## src/rtl/cardclk_pkg.sv

```systemverilog
package cardclk_pkg;
   typedef enum logic [1:0] {
      SEL_DIV = 2'd0,
      SEL_ENA = 2'd1,
      SEL_CMD = 2'd2,
      SEL_STS = 2'd3
   } reg_sel_e;

   localparam int START_BIT   = 31;
   localparam int UPDATE_BIT  = 21;
   localparam int WAITDAT_BIT = 13;
   localparam int LOCKERR_BIT = 12;
endpackage

```

## src/rtl/cardclk_regs.sv

```systemverilog
module cardclk_regs
   import cardclk_pkg::*;
#(
   parameter int DIV_W  = 8,
   parameter int DATA_W = 32
) (
   input  logic              clk_i,
   input  logic              rst_ni,
   input  logic              wr_en_i,
   input  logic [1:0]        wr_sel_i,
   input  logic [DATA_W-1:0] wr_data_i,
   input  logic [1:0]        rd_sel_i,
   output logic [DATA_W-1:0] rd_data_o,
   input  logic              data_busy_i,
   input  logic              safe_i,
   output logic [DIV_W-1:0]  shd_div_o,
   output logic              shd_en_o,
   output logic              commit_o,
   output logic              pend_o,
   output logic              lock_o
);
   logic [DIV_W-1:0] div_q;
   logic             ena_q;
   logic             pend_q, wait_q, upd_q, lock_q;
   logic             cmd_wr, start_ok, lock_set, lock_clr;

   assign cmd_wr   = wr_en_i && (wr_sel_i == SEL_CMD);
   assign start_ok = cmd_wr && !pend_q && wr_data_i[START_BIT] && wr_data_i[UPDATE_BIT];
   assign commit_o = pend_q && (!wait_q || !data_busy_i) && safe_i;
   assign lock_set = cmd_wr && pend_q;
   assign lock_clr = wr_en_i && (wr_sel_i == SEL_STS) && wr_data_i[LOCKERR_BIT];

   always_ff @(posedge clk_i or negedge rst_ni) begin
      if (!rst_ni) begin
         div_q  <= '0;
         ena_q  <= 1'b0;
         pend_q <= 1'b0;
         wait_q <= 1'b0;
         upd_q  <= 1'b0;
         lock_q <= 1'b0;
      end else begin
         if (wr_en_i && (wr_sel_i == SEL_DIV)) div_q <= wr_data_i[DIV_W-1:0];
         if (wr_en_i && (wr_sel_i == SEL_ENA)) ena_q <= wr_data_i[0];
         if (start_ok) begin
            pend_q <= 1'b1;
            wait_q <= wr_data_i[WAITDAT_BIT];
            upd_q  <= 1'b1;
         end else if (commit_o) begin
            pend_q <= 1'b0;
         end
         if (lock_set)      lock_q <= 1'b1;
         else if (lock_clr) lock_q <= 1'b0;
      end
   end

   always_comb begin
      rd_data_o = '0;
      unique case (rd_sel_i)
         SEL_DIV: rd_data_o[DIV_W-1:0] = div_q;
         SEL_ENA: rd_data_o[0] = ena_q;
         SEL_CMD: begin
            rd_data_o[START_BIT]   = pend_q;
            rd_data_o[UPDATE_BIT]  = upd_q;
            rd_data_o[WAITDAT_BIT] = wait_q;
         end
         default: rd_data_o[LOCKERR_BIT] = lock_q;
      endcase
   end

   assign shd_div_o = div_q;
   assign shd_en_o  = ena_q;
   assign pend_o    = pend_q;
   assign lock_o    = lock_q;
endmodule

```

## src/rtl/cardclk_gen.sv

```systemverilog
module cardclk_gen #(
   parameter int DIV_W       = 8,
   parameter bit ZERO_BYPASS = 1'b1
) (
   input  logic             clk_i,
   input  logic             rst_ni,
   input  logic             commit_i,
   input  logic [DIV_W-1:0] new_div_i,
   input  logic             new_en_i,
   output logic             card_clk_o,
   output logic             tick_o,
   output logic             low_o
);
   logic [DIV_W-1:0] act_div_q, cnt_q, div_eff;
   logic             act_en_q, ck_q, byp_q, byp_want, running, last;

   generate
      if (ZERO_BYPASS) begin : g_bypass
         assign byp_want = act_en_q && (act_div_q == '0);
         assign div_eff  = act_div_q;
      end else begin : g_no_bypass
         assign byp_want = 1'b0;
         assign div_eff  = (act_div_q == '0) ? DIV_W'(1) : act_div_q;
      end
   endgenerate

   assign running = act_en_q && !byp_want;
   assign last    = (cnt_q == (div_eff - DIV_W'(1)));

   always_ff @(posedge clk_i or negedge rst_ni) begin
      if (!rst_ni) begin
         act_div_q <= '0;
         act_en_q  <= 1'b0;
         cnt_q     <= '0;
         ck_q      <= 1'b0;
      end else if (commit_i) begin
         act_div_q <= new_div_i;
         act_en_q  <= new_en_i;
         cnt_q     <= '0;
         ck_q      <= 1'b0;
      end else if (running) begin
         if (last) begin
            cnt_q <= '0;
            ck_q  <= ~ck_q;
         end else begin
            cnt_q <= cnt_q + DIV_W'(1);
         end
      end else begin
         cnt_q <= '0;
         ck_q  <= 1'b0;
      end
   end

   // Bypass select moves on the falling edge, when both mux inputs are low.
   always_ff @(negedge clk_i or negedge rst_ni) begin
      if (!rst_ni) byp_q <= 1'b0;
      else         byp_q <= byp_want;
   end

   assign card_clk_o = byp_q ? clk_i : ck_q;
   assign tick_o     = byp_want || (running && last && !ck_q);
   assign low_o      = !ck_q;
endmodule

```

## src/rtl/cardclk_div.sv

```systemverilog
module cardclk_div #(
   parameter int DIV_W       = 8,
   parameter int DATA_W      = 32,
   parameter bit ZERO_BYPASS = 1'b1
) (
   input  logic              clk_i,
   input  logic              rst_ni,
   input  logic              wr_en_i,
   input  logic [1:0]        wr_sel_i,
   input  logic [DATA_W-1:0] wr_data_i,
   input  logic [1:0]        rd_sel_i,
   output logic [DATA_W-1:0] rd_data_o,
   input  logic              data_busy_i,
   output logic              card_clk_o,
   output logic              card_clk_en_o,
   output logic              lock_err_o
);
   initial begin
      assert (DIV_W >= 1 && DIV_W <= 16) else $error("DIV_W out of range");
      assert (DATA_W >= 32) else $error("DATA_W must hold bit 31");
   end

   logic [DIV_W-1:0] shd_div;
   logic             shd_en, commit, pend, low;

   cardclk_regs #(.DIV_W(DIV_W), .DATA_W(DATA_W)) u_regs (
      .clk_i       (clk_i),
      .rst_ni      (rst_ni),
      .wr_en_i     (wr_en_i),
      .wr_sel_i    (wr_sel_i),
      .wr_data_i   (wr_data_i),
      .rd_sel_i    (rd_sel_i),
      .rd_data_o   (rd_data_o),
      .data_busy_i (data_busy_i),
      .safe_i      (low),
      .shd_div_o   (shd_div),
      .shd_en_o    (shd_en),
      .commit_o    (commit),
      .pend_o      (pend),
      .lock_o      (lock_err_o)
   );

   cardclk_gen #(.DIV_W(DIV_W), .ZERO_BYPASS(ZERO_BYPASS)) u_gen (
      .clk_i      (clk_i),
      .rst_ni     (rst_ni),
      .commit_i   (commit),
      .new_div_i  (shd_div),
      .new_en_i   (shd_en),
      .card_clk_o (card_clk_o),
      .tick_o     (card_clk_en_o),
      .low_o      (low)
   );
endmodule

```

## config.mk

```make
export PLATFORM = sky130hd
export DESIGN_NAME = cardclk_div
export DESIGN_NICKNAME = d
export VERILOG_FILES = /design/src/rtl/cardclk_pkg.sv /design/src/rtl/cardclk_regs.sv /design/src/rtl/cardclk_gen.sv /design/src/rtl/cardclk_div.sv
export SDC_FILE = /design/constraint.sdc
export NUM_CORES = 1
export LEC_CHECK = 0
export CAP_MARGIN = 20
export CORE_MARGIN = 3
export CORE_UTILIZATION = 40
export CTS_CLUSTER_DIAMETER = 60
export DETAILED_ROUTE_END_ITERATION = 8
export DONT_BUFFER_PORTS = 1
export SLEW_MARGIN = 20
export SYNTH_ARGS = -nofsm -noshare
export SYNTH_HDL_FRONTEND = slang
export SYNTH_HIERARCHICAL = 1
export SYNTH_SLANG_ARGS = --single-unit
```

## constraint.sdc

```tcl
create_clock -name clk_i -period 3.2 [get_ports clk_i]
set_clock_uncertainty 0.1 [all_clocks]
set_input_delay 0.64 -clock clk_i [delete_from_list [all_inputs] [get_ports clk_i]]
set_output_delay 0.64 -clock clk_i [all_outputs]
set_load 0.005 [all_outputs]
```

Word level (Yosys, flattened, before mapping)
Cells that the tools add are included.
- reductions and logical operators: 28
- equality and inequality tests: 7
- add/subtract/negate cells: 2
- bitwise gates (word level): 1
- multiplexer cells: 17
- operators by type and width (kind ; number):
    8-bit two-way mux ; 3
    1-bit logical AND ; 15
    1-bit two-way mux ; 12
    8-bit by 1-bit adder with 8-bit output (second input constant) ; 1
    8-bit equality test ; 1
    8-bit logical NOT ; 1
    8-bit by 1-bit subtractor with 8-bit output (second input constant) ; 1
    7-bit two-way mux ; 1
    2-bit equality test (second input constant) ; 3
    1-bit logical NOT ; 5
    2-bit by 1-bit equality test with 1-bit output (second input constant) ; 2
    2-bit logical NOT ; 2
    2-bit nonzero test ; 2
    3-bit != test (second input constant) ; 1
    3-bit OR reduction ; 1
    1-bit logical OR ; 2
    1-bit one-hot mux with 2 select lines ; 1
    1-bit inverter ; 1
- flip-flop bits (word level): 32
- logic and storage cells: 66
- output and inout bits: 35

Longest topological paths before layout
- depth in word-level cells: 7
- mapped depth: 8
- gate-level depth less buffers: 7

By module
The synthesis kept the hierarchy.
- by module, submodules not included (module ; instances ; area each (µm²) ; cells each):
    cardclk_gen ; 1 ; 1049.8 ; 101
    cardclk_regs ; 1 ; 777.0 ; 72

==> impl_metrics.csv <==
group,metric,value,unit
status,status,"complete, but fails checks",
status,violations,"negative setup slack",
yosys,synthArstFlopShare,1.00,
placed_design,dp_hpwl,2.66,mm
sta,fin_crit,3.31,ns
power,total_power,1.61,mW
worst_hold_path,hold_path_class,"input pin to register",
sta,clock.fmax,302,MHz
final_layout,multi_input_area,937,µm²
global_route,grt_pass1_wl,5.90,mm
yosys,synth-edff-count,0,
clocking,clock_latency,0.39,ns
placed_design,port-buffer-count,0,
detailed_routing,wl_per_cell,14.4,µm
clocking,clkTransAtPathRegs,0.07,ns
placed_design,post-place-ws,0.0441,ns
detailed_routing,drc_errors,0,
floorplan,die_w,73.6,µm
setup_path,crit_fanout,4,
sta,worst_slack,-0.107,ns
floorplan,die_area,5410,µm²
final_layout,area_growth,14.1,%
yosys,synth_ff_type,"dfrtp_1",
global_route,first_global_vias,1283,
final_layout,diodes,0,
global_route,antenna_found_initial,0,
detailed_routing,detail_route.first_pass.iterations,4,
yosys,seq_area_frac_synth,0.438,
final_layout,regArea,801,µm²
yosys,syn_inst,173,
yosys,syn_avg_cell_area,10.6,µm²
sta,drv_slew,0,
floorplan,ios,75,
yosys,post_synth_num_cell_types,44,
global_route,grt_max_degree,32,
floorplan,core_area,4200,µm²
sta,fin_crit_sh,1.03,
power,powerDensity,772,nW/µm²
detailed_routing,initialDrtViolationCount,20,
setup_path,worstPathRequired,2.46,ns
detailed_routing,vias,1250,
setup_path,cp-end-kind,"output port",
floorplan,die_h,73.6,µm
setup_path,startpoint_type,"register",
yosys,ys_ff_latch,32,
power,vdd_ir_drop_max,0.355,mV
final_layout,drive_above_1_share,0.264,
final_layout,final_nets,234,
flow_run,cap_violations,0,
floorplan,start_util,0.435,
setup_path,r2r_slack,0,ns
detailed_routing,ant_nets,0,
placed_design,place_congestion,0.786,
global_route,track_usage,0.150,
clocking,cts_tree,"yes",
yosys,ys_warn_count,6,
sta,whs,0.252,ns
final_layout,layout.cells.non_filler,243,
placed_design,place_inst,227,
detailed_routing,viasPerCell,5.14,
sta,final-hold-violation-count,0,
setup_path,worst_ep_arrival_time,2.57,ns
global_route,grt-ovfl-total,0,
sta,rsz0062_at_grt,"true",
floorplan,rows,23,
setup_path,path_class,"register to output port",
power,p_leak,0.911,nW
sta,setup_violations,4,
final_layout,fill_cells,395,
detailed_routing,wirelength,3.50,mm
yosys,syn_area,1830,µm²
## critical path, stage by stage, from the launching register on
cell	delay, ns
dfrtp_1	0.40
buf_6	0.12
or4_4	0.49
or4b_4	0.52
a21o_1	0.20
a211oi_4	0.25
a31o_2	0.20
## registers in the layout, summed over array words and instances (netlist names)
signal / flops
u_regs/upd_q: 1
u_gen/act_div_q: 8
u_regs/wait_q: 1
u_gen/ck_q: 1
u_gen/act_en_q: 1
u_gen/byp_q: 1
u_gen/cnt_q: 8
u_regs/shd_div_o: 8
u_regs/shd_en_o: 1
u_regs/lock_o: 1
u_regs/pend_o: 1
## worst paths after layout
kind                                           startpoint                         to  cells past startpoint
min                                           wr_sel_i[0]  u_regs/lock_o$_DFFE_PN0P_                      1
max                        u_gen/act_div_q[0]$_DFFE_PN0P_              card_clk_en_o                      6
max in group asynchronous                          rst_ni      u_gen/byp_q$_DFF_NN0_                      0
max reg2reg                u_gen/act_div_q[2]$_DFFE_PN0P_      u_gen/byp_q$_DFF_NN0_                      5
min reg2reg                      u_regs/upd_q$_DFFE_PN0P_   u_regs/upd_q$_DFFE_PN0P_                      1
min in group asynchronous                          rst_ni  u_regs/pend_o$_DFFE_PN0P_                      2
## cell usage after synthesis, types with 2 or more instances
library cell | instances | area [µm²]
buf_4 | 20 | 150
and3_1 | 3 | 18.8
nand3b_1 | 2 | 15.0
ha_1 | 2 | 25.0
nand3_1 | 3 | 15.0
nor2_1 | 7 | 26.3
nor4_1 | 2 | 12.5
inv_1 | 6 | 22.5
xor2_1 | 6 | 52.6
nand2_1 | 9 | 33.8
mux2_4 | 2 | 30.0
or2b_1 | 2 | 15.0
nor3_1 | 10 | 50.1
xnor2_1 | 8 | 70.1
o21ai_0 | 7 | 35.0
nand4_1 | 2 | 12.5
and2_1 | 11 | 68.8
dfrtp_1 | 31 | 776
mux2_2 | 15 | 169
## layout make-up
| class | count | area share |
|---|---|---|
| Clock buffer | 9 | 0.0546 |
| Clock inverter | 2 | 0.0168 |
| Inverter | 6 | 0.0108 |
| Multi-Input combinational cell | 132 | 0.450 |
| Sequential cell | 32 | 0.384 |
| Tap cell | 50 | 0.0300 |
| Timing Repair Buffer | 12 | 0.0540 |
## per-stage QoR
step                 util  TNS (ns)  area (µm²)
global route        0.496    -0.485        2080
finish              0.496    -0.213        2080
CTS                 0.491    -0.228        2060
global placement    0.445         0        1870
floorplan               -         0        1910
detailed placement  0.445         0        1870
## layer usage
layer  track usage  vias to the layer above  routed length, µm  share of wire
met2         0.224                       44               1670           0.48
met4        0.0744                        0                 63          0.018
li1              -                      600                  -              -
met1         0.169                      599               1470           0.42
met5             0                        -                  0              0
met3        0.0903                        7                293          0.084
## cells by family after synthesis
family | count (synthesis) | synth area share
flops | 32 | 0.438
mux | 18 | 0.114
simple gates | 64 | 0.212
xor+xnor | 14 | 0.0671
fa+ha+maj | 2 | 0.0137
other cells | 1 | 0.00205
buf+inv | 28 | 0.0986
compound gates | 14 | 0.0541
## where the power goes
group / internal (mW) / leakage [nW] / switching, mW
clock: 0.310 / 0.0817 / 0.162
combinational: 0.286 / 0.429 / 0.241
sequential: 0.508 / 0.400 / 0.103
total: 1.10 / 0.911 / 0.506
## cells in the final DEF, fill, tap and decap left out, types with 2 or more instances in the layout
master,synthesis,layout
dfrtp_1,31,31
conb_1,1,20
mux2_2,15,15
and2_1,11,11
nor3_1,10,10
nand2_1,9,9
clkbuf_8,0,8
buf_4,20,8
xnor2_1,8,8
nor2_1,7,7
inv_1,6,6
o21ai_0,7,6
xor2_1,6,6
and3_1,3,3
nand3_1,3,3
or4b_4,0,2
or2b_1,2,2
nand3b_1,2,2
nand4_1,2,2
mux2_4,2,2
buf_6,0,2
## repair_timing
action | in CTS | in global routing
setup buffers | 2 | 2
endpoints found under the setup margin | 4 | 5
cloned | 0 | 0
hold buffers | 2 | 0
endpoints found under the hold margin | 31 | 0
pin swaps | 6 | 4
resized for setup | 3 | 2
No activity file was read; power rests on OpenSTA's default activity.
